File: config.mk
export PLATFORM = sky130hd
export DESIGN_NAME = tslice_arbiter
export DESIGN_NICKNAME = d
export VERILOG_FILES = /design/src/rtl/tslice_arb_pkg.sv /design/src/rtl/tslice_arb_dp.sv /design/src/rtl/tslice_arb_ctrl.sv /design/src/rtl/tslice_arbiter.sv
export SDC_FILE = /design/constraint.sdc
export NUM_CORES = 1
export LEC_CHECK = 0
export BUFFER_PORTS_ARGS = -buffer_cell sky130_fd_sc_hd__buf_2
export CAP_MARGIN = 20
export CORE_MARGIN = 2
export CORE_UTILIZATION = 55
export CTS_BUF_LIST = sky130_fd_sc_hd__clkbuf_8 sky130_fd_sc_hd__clkbuf_16
export DETAILED_ROUTE_END_ITERATION = 16
export MAX_ROUTING_LAYER = met4
export PLACE_DENSITY = 0.9
export SLEW_MARGIN = 20
export SYNTH_ARGS = -nofsm -noshare
export SYNTH_HDL_FRONTEND = slang
export SYNTH_SLANG_ARGS = --single-unit
File: constraint.sdc
create_clock -name clk -period 3.9 [get_ports clk]
set_clock_uncertainty 0.1 [all_clocks]
set_input_delay 0.195 -clock clk [delete_from_list [all_inputs] [get_ports clk]]
set_output_delay 0.195 -clock clk [all_outputs]
set_load 0.05 [all_outputs]
File: src/rtl/tslice_arb_pkg.sv
package tslice_arb_pkg;

  // Which agent currently holds the bus.
  typedef enum logic {
    OWN_PERIPH = 1'b0,
    OWN_HOST   = 1'b1
  } owner_e;

  // Strobes from control to the slice datapath; at most one is high.
  typedef struct packed {
    logic loadSlice;    // new grant: take the register value as the slice
    logic reloadSlice;  // expired with no contender: restart the running slice
    logic countDown;    // slice still running: decrement
  } slice_ctrl_t;

endpackage

File: src/rtl/tslice_arb_dp.sv
module tslice_arb_dp
  import tslice_arb_pkg::*;
#(
  parameter int CFG_W    = 8,
  parameter int RSV_BITS = 3
) (
  input  logic             clk,
  input  logic             rstN,
  input  logic             cfgWrEn,
  input  logic [CFG_W-1:0] cfgWrData,
  input  slice_ctrl_t      ctrl,
  output logic [CFG_W-1:0] cfgRdData,
  output logic             sliceExpired
);

  localparam int SLICE_BITS = CFG_W - RSV_BITS;
  localparam logic [CFG_W-1:0] ONE = CFG_W'(1);

  logic [SLICE_BITS-1:0] cfgSlice;
  logic [CFG_W-1:0]      cfgValue;
  logic [CFG_W-1:0]      activeSlice;
  logic [CFG_W-1:0]      remaining;
  logic                  unusedRsv;

  // Reserved low bits are dropped on write and read back as zero.
  assign unusedRsv = ^cfgWrData[RSV_BITS-1:0];
  assign cfgValue  = {cfgSlice, {RSV_BITS{1'b0}}};
  assign cfgRdData = cfgValue;

  always_ff @(posedge clk) begin
    if (!rstN) begin
      cfgSlice <= '0;
    end else if (cfgWrEn) begin
      cfgSlice <= cfgWrData[CFG_W-1:RSV_BITS];
    end
  end

  // The slice length in force is captured only at a grant change.
  always_ff @(posedge clk) begin
    if (!rstN) begin
      activeSlice <= '0;
      remaining   <= '0;
    end else if (ctrl.loadSlice) begin
      activeSlice <= cfgValue;
      remaining   <= cfgValue;
    end else if (ctrl.reloadSlice) begin
      remaining   <= activeSlice;
    end else if (ctrl.countDown) begin
      remaining   <= remaining - ONE;
    end
  end

  assign sliceExpired = (remaining == '0);

endmodule

File: src/rtl/tslice_arb_ctrl.sv
module tslice_arb_ctrl
  import tslice_arb_pkg::*;
(
  input  logic        clk,
  input  logic        rstN,
  input  logic        reqPeriph,
  input  logic        reqHost,
  input  logic        txnEnd,
  input  logic        sliceExpired,
  output slice_ctrl_t ctrl,
  output owner_e      owner
);

  owner_e ownerQ;
  logic   ownerReq;
  logic   otherReq;
  logic   handOver;

  always_comb begin
    if (ownerQ == OWN_HOST) begin
      ownerReq = reqHost;
      otherReq = reqPeriph;
    end else begin
      ownerReq = reqPeriph;
      otherReq = reqHost;
    end
  end

  // An idle owner has no transaction open; a busy one yields only at a
  // boundary after its slice has run out.
  assign handOver = otherReq && (!ownerReq || (txnEnd && sliceExpired));

  always_comb begin
    ctrl             = '0;
    ctrl.loadSlice   = handOver;
    ctrl.reloadSlice = !handOver && sliceExpired && !otherReq;
    ctrl.countDown   = !handOver && !sliceExpired;
  end

  always_ff @(posedge clk) begin
    if (!rstN) begin
      ownerQ <= OWN_PERIPH;
    end else if (handOver) begin
      ownerQ <= (ownerQ == OWN_PERIPH) ? OWN_HOST : OWN_PERIPH;
    end
  end

  assign owner = ownerQ;

endmodule

File: src/rtl/tslice_arbiter.sv
module tslice_arbiter
  import tslice_arb_pkg::*;
#(
  parameter int CFG_W    = 8,
  parameter int RSV_BITS = 3
) (
  input  logic             clk,
  input  logic             rstN,
  input  logic             reqPeriph,
  input  logic             reqHost,
  input  logic             txnEnd,
  input  logic             cfgWrEn,
  input  logic [CFG_W-1:0] cfgWrData,
  output logic [CFG_W-1:0] cfgRdData,
  output logic             grantPeriph,
  output logic             grantHost
);

  slice_ctrl_t ctrl;
  owner_e      owner;
  logic        sliceExpired;

  tslice_arb_ctrl u_ctrl (
    .clk          (clk),
    .rstN         (rstN),
    .reqPeriph    (reqPeriph),
    .reqHost      (reqHost),
    .txnEnd       (txnEnd),
    .sliceExpired (sliceExpired),
    .ctrl         (ctrl),
    .owner        (owner)
  );

  tslice_arb_dp #(
    .CFG_W    (CFG_W),
    .RSV_BITS (RSV_BITS)
  ) u_dp (
    .clk          (clk),
    .rstN         (rstN),
    .cfgWrEn      (cfgWrEn),
    .cfgWrData    (cfgWrData),
    .ctrl         (ctrl),
    .cfgRdData    (cfgRdData),
    .sliceExpired (sliceExpired)
  );

  assign grantPeriph = (owner == OWN_PERIPH);
  assign grantHost   = (owner == OWN_HOST);

endmodule

---- After elaboration in Yosys (flattened, before gate mapping) ----
Index checks and enable logic that the tools add are counted.
storage, ports and cells
  bits in writable memories ............... 0
  bits of input ports ..................... 14
  output and inout bits ................... 10
  memories kept ........................... 0
  logic and storage cells ................. 28
  latch bits .............................. 0
  memory bits (read-only) ................. 0
  register bits ........................... 19
operators by class
  bitwise operators ....................... 2
  add/subtract/negate cells ............... 1
  div/mod/pow operators ................... 0
  reduce and logical (&&, ||, !) cells .... 14
  eq/ne operators ......................... 0
  magnitude comparators ................... 0
  multiply operators ...................... 0
  shifts and indexed selects .............. 0
  mux-type cells .......................... 6
operators with widths
  cell                                              number
  2-to-1 mux 8 bit                                  3
  zero test 8 bit                                   1
  subtractor 8 x 1 -> 8 bit, second input constant  1
  logical AND 1 bit                                 5
  zero test 1 bit                                   4
  2-to-1 mux 1 bit                                  3
  nonzero test 3 bit                                1
  NOT 1 bit                                         2
  nonzero test 2 bit                                1
  OR reduction 2 bit                                1
  logical OR 1 bit                                  1

---- Depth between registers and ports, before layout ----
  depth in word-level cells ............... 9
  mapped depth ............................ 8
  gate-level depth less buffers ........... 6

---- Hierarchy ----
From an unflattened synthesis, not the netlist that was laid out.
second synthesis, totals
  cells, all modules ...................... 122
  area total of the unflattened synthesis .. 1079.8 sq um
modules (own cells, without submodules)
  module           sequential area each (sq um)  cells each  area an instance (sq um)  times used
  tslice_arb_dp    360.3                         104         953.4                     1
  tslice_arb_ctrl  20.0                          17          122.6                     1
  tslice_arbiter   0.0                           1           3.8                       1

---- Worst setup path before layout ----
OpenSTA, ideal clock, no wires.
  kind .................................... reg2reg
  start point ............................. reg u_ctrl.ownerQ (netlist: u_ctrl.owner)
  end point ............................... reg u_dp.remaining[5]
  path slack .............................. 1.911 ns
  stages on the path, launching flop included .. 6
  setup time .............................. 0.138 ns
  path buffers ............................ 0
  arrival ................................. 1.751 ns
  clock period less this slack ............ 1.989 ns
  data required time ...................... 3.662 ns
  cell sequence ........................... dfxtp_1 -> mux2i_1 -> nand2_1 -> or3_2 -> o211ai_1 -> a21oi_1
on the way
  word-level cells in the longest chain between the ends .. 9
  elaborated cells on any way between the ends .. 13
  classes of those cells .................. mux: 4; reduce/logical: 9
ends and longest elaborated chain
  element                          line                                          RTL
  from (decl)                      tslice_arb_ctrl.sv:14                         owner_e ownerQ;
  from (signal assigned)           tslice_arb_ctrl.sv:44                         ownerQ <= (ownerQ == OWN_PERIPH) ? OWN_HOST : OWN_PERIPH;
  2-to-1 mux 1 bit                 tslice_arb_ctrl.sv:20                         if (ownerQ == OWN_HOST) begin
  zero test 1 bit                  tslice_arb_ctrl.sv:31                         assign handOver = otherReq && (!ownerReq || (txnEnd && sliceExpired));
  logical OR 1 bit                 tslice_arb_ctrl.sv:31
  logical AND 1 bit                tslice_arb_ctrl.sv:31
  zero test 1 bit                  tslice_arb_ctrl.sv:36, tslice_arb_ctrl.sv:37
  logical AND 1 bit (2 in series)  tslice_arb_ctrl.sv:36                         ctrl.reloadSlice = !handOver && sliceExpired && !otherReq;
  2-to-1 mux 8 bit                 tslice_arb_dp.sv:46                           end else if (ctrl.reloadSlice) begin
  2-to-1 mux 8 bit                 tslice_arb_dp.sv:43                           end else if (ctrl.loadSlice) begin
  to (signal assigned)             tslice_arb_dp.sv:45                           remaining <= cfgValue;
  to (signal assigned)             tslice_arb_dp.sv:47                           remaining <= activeSlice;
  to (signal assigned)             tslice_arb_dp.sv:49                           remaining <= remaining - ONE;
  to (decl)                        tslice_arb_dp.sv:22                           logic [CFG_W-1:0] remaining;
Several ways; a longest one is shown, not always the timed one.
A chain may end at the register's enable or synchronous reset.

---- Final worst setup path ----
  start point ............................. reg u_dp.remaining[0]
  end point ............................... reg u_dp.remaining[7]
on the way
  word-level cells in the longest chain between the ends .. 9
  elaborated cells on any way between the ends .. 14
  classes of those cells .................. add/sub: 1; mux: 3; reduce/logical: 10
ends and longest elaborated chain
  element
  branches (longest 9 deep; another with subtractor 8 x 1 -> 8 bit)
Parallel ways; which one is timed is not known. The select of a mux whose other input is x is not followed.

==> results list <==
- The run finished with clean final reports.
- The share of the Yosys chip area taken by registers is 0.3819.
- Highest cell delay on the worst timing path: 0.60 ns
* Mapped Avg Cell Area: roughly 8.9 um2
* Floorplan Core Area: between 0.0015 and 0.002 mm2
* Cell Pwr Density: roughly 740 mW/mm2
- In the synthesized netlist, the number of instances is approximately 110.
- Number of buffers on the longest clock path: 2
* Clock network latency to the later pin of the worst-skew pair: ~0.25 ns
* Detailed-route wire length: between 2000 and 2500 um
- Timing analysis after detailed placement gives a worst setup slack of 1.956 ns.
- In the final routed layout, each cell accounts on average for ~14 um.
- Setup violations remaining at the end of the flow were counted as 0.
* Die ar.: between 0.002 and 0.0025 mm2
* Crit-path slowest cell: o31ai_2
* Number of placed I/O pins: 24
- Synth area leaders: dfxtp_1, mux2i_1, nand2_1
- Global routing finished with a remaining overflow of 0.
- With fillers left out, the area of the finished cells amounts to 0.001119 mm2.
- Initial Util: 0.5832
* Mapped Area: about 1000 um2
- Data on the critical path is required at its endpoint by 3.92 ns.
* Remaining design rule violation count: 0
* Maximum frequency from static timing analysis: a little over 500 MHz
- Slack of the critical path: about 1.9 ns
- WP data arrival: 2.00 ns
- For this run, the share of the core covered by cells in the final layout is 0.6549.
- TritonCTS Sinks: 19
- Ordered list of cells on the worst path: inv_1, ha_1, nand3_1, o31ai_2, a21oi_1
* Largest net degree at the start of global routing: 14
* Classification of the worst-slack hold path: in2reg
* CTS Root Cell: clkbuf_8
- Detail Placement HPWL: approximately 1600 um
- The number of antenna diodes in the final layout is 0.
- The biggest area contributor in the post-synthesis netlist is dfxtp_1.
- Highest net fanout along the worst path: 8
* Ratio of final minimum period to clock period: 0.5077
* Tightest Pin Transition: between 0.5 and 0.6 ns
- In this run the static leakage power is about 0.46 nW.
- Area growth, synth to finish: 12.31%
* Setup crit end kind: flop
- Vias in the first global route: a little over 800
- In the synthesized netlist the dominant register cell turns out to be dfxtp_1.
- The count of final max-slew check failures was 0.
- Routed vias: roughly 870
- Peak supply drop: around 0.00040 V
* First-pass GRT wire length: between 3000 and 4000 um
- Number of maximum-capacitance constraint violations: 0
- Count of flip-flops with a built-in enable after synthesis: 0
* Total negative slack: 0 ns
* Clock Pin Slew Worst Setup and Hold Paths: roughly 0.070 ns
- The count of nets left with antenna violations once routing finished came out at 0.
- Final hold violation count: 0
- Yosys instantiated no cell more often than dfxtp_1.
- Share of Yosys cell area claimed by the top area cell type: 0.3819
- Quantity of gates resized following cts: 0
- The finished layout holds roughly 150 standard cells, fillers aside.
- Setup Crit Path Kind: reg2reg
- Overall fraction of global-route tracks in use: 0.2446
* CTS H-tree depth: 1
- Initial antenna violation count: 0
* Horizontal die dimension: roughly 47 um
- After detailed placement, the total cell area comes to approximately 0.0011 mm2.
- The Yosys step of the flow raised 0 warnings.
* Minimum period implied by the final worst setup slack: about 2 ns
- The worst pin sits at a relative slew slack of 0.5983.
* Setup repair after global routing missed its margin: no
- In the final layout, the share of cells above drive strength 1 is 0.2422.
- Detailed-routing iteration count for the pre-antenna-repair pass: 4
* Via/cell ratio: around 5.7
- Ranked by instance count, the synthesized netlist is headed by dfxtp_1, nand2_1, nor2_1.
- In this run, post-CTS hold repair placed 0 buffers.
* Clock tree from TritonCTS: done
* Number of storage elements in the synthesis netlist: 19
- Clock tree synthesis inserted a total of 3 buffers.
- STA classifies the critical path startpoint as a flop.
- After the first detailed-routing iteration, the DRC count stood at 16.
- The initialized floorplan defines 15 standard-cell rows.
- The die is roughly 47 um tall.
- Number of placed cells counting well taps: 149
* Number of nets in the layout: 144
- Number of setup buffers added after CTS: 0
* Port buffer count: 17
- WHS: approximately 0.11 ns
- After filler insertion, the fill cell instance count of the layout stands at between 100 and 150.
- Yosys mapped the design onto 38 distinct sky130hd cell types.
- The congestion estimate from routability-driven global placement came to 0.8030.
- Async SR Flop Fraction: 0
* Final Total Pwr: between 0.8 and 0.9 mW
==> layer usage <==
layer  track usage  up-vias  wire (um)
met2        0.4056       28       1044
met5             -        -          0
met4        0.1314        0         63
li1              -      419          -
met1        0.2762      417        910
met3       0.04314        8         93
==> cells by family after synthesis <==
family	synth area share
AND/OR/NAND/NOR	0.2374
AO/OA/AOI/OAI	0.1960
flip-flops	0.3819
buffers and inverters	0.05778
multiplexers	0.09297
XOR/XNOR	0.01759
adder cells (fa/ha/maj)	0.01256
other	0.003765
==> flip-flops by register name, summed over array words and instances, names as in the netlist <==
signal	flops
u_dp.remaining	8
u_dp.activeSlice	5
u_dp.cfgSlice	5
u_ctrl.owner	1
==> layout make-up <==
type	instances	area, um2	area share
inverter	3	11.26	0.01007
clock buffer	3	41.29	0.03691
multi-input combinational	85	565.5	0.5056
sequential	19	380.4	0.3400
timing repair buffer	17	85.08	0.07606
tap	25	31.28	0.02796
clock inverter	1	3.754	0.003356
==> placed cells by master, fill, tap and decap left out <==
master	instances
mux2i_1	7
o31ai_2	1
xnor2_1	2
mux2_2	2
buf_2	17
ha_1	1
a2bb2oi_1	1
nor3_2	1
o311a_2	1
a211oi_2	2
nand3b_1	1
nor3b_1	1
conb_1	3
nand2_1	18
a31oi_1	1
nand2b_1	1
a21o_1	1
a21oi_1	6
o211ai_1	2
nand4_2	1
clkbuf_8	3
nor3_4	1
nand3_1	1
o2111a_1	1
nor2b_1	6
inv_1	4
o311ai_0	1
a21boi_0	3
dfxtp_1	19
or3_2	2
nand4_1	1
nor2_1	8
a31o_1	1
o21ai_0	1
nor3_1	3
a21boi_1	3
==> worst paths after layout <==
check / start / to / slack [ns] / depth (start not counted)
worst max register to register: u_dp.remaining[0] / u_dp.remaining[7] / 1.92 / 5
worst min-delay path: cfgWrData[7] / u_dp.cfgSlice[4] / 0.11 / 3
worst min register to register: u_dp.activeSlice[5] / u_dp.activeSlice[5] / 0.36 / 2
worst max-delay path: u_dp.remaining[0] / u_dp.remaining[7] / 1.92 / 5
==> where the power goes <==
part	internal, mW	switching [mW]
Clock	0.0700	0.0639
Sequential	0.235	0.0498
Combinational	0.176	0.237
Total	0.481	0.351
==> critical path, delay by kind of cell, from the launching register on <==
kind,cells,cell delay [ns]
AOI/OAI and AO/OA,2,0.68
adders and majority gates,1,0.34
DFF,1,0.33
and+or+nand+nor,1,0.28
buffers and inverters,1,0.09
No activity file was read; power rests on OpenSTA's default activity.
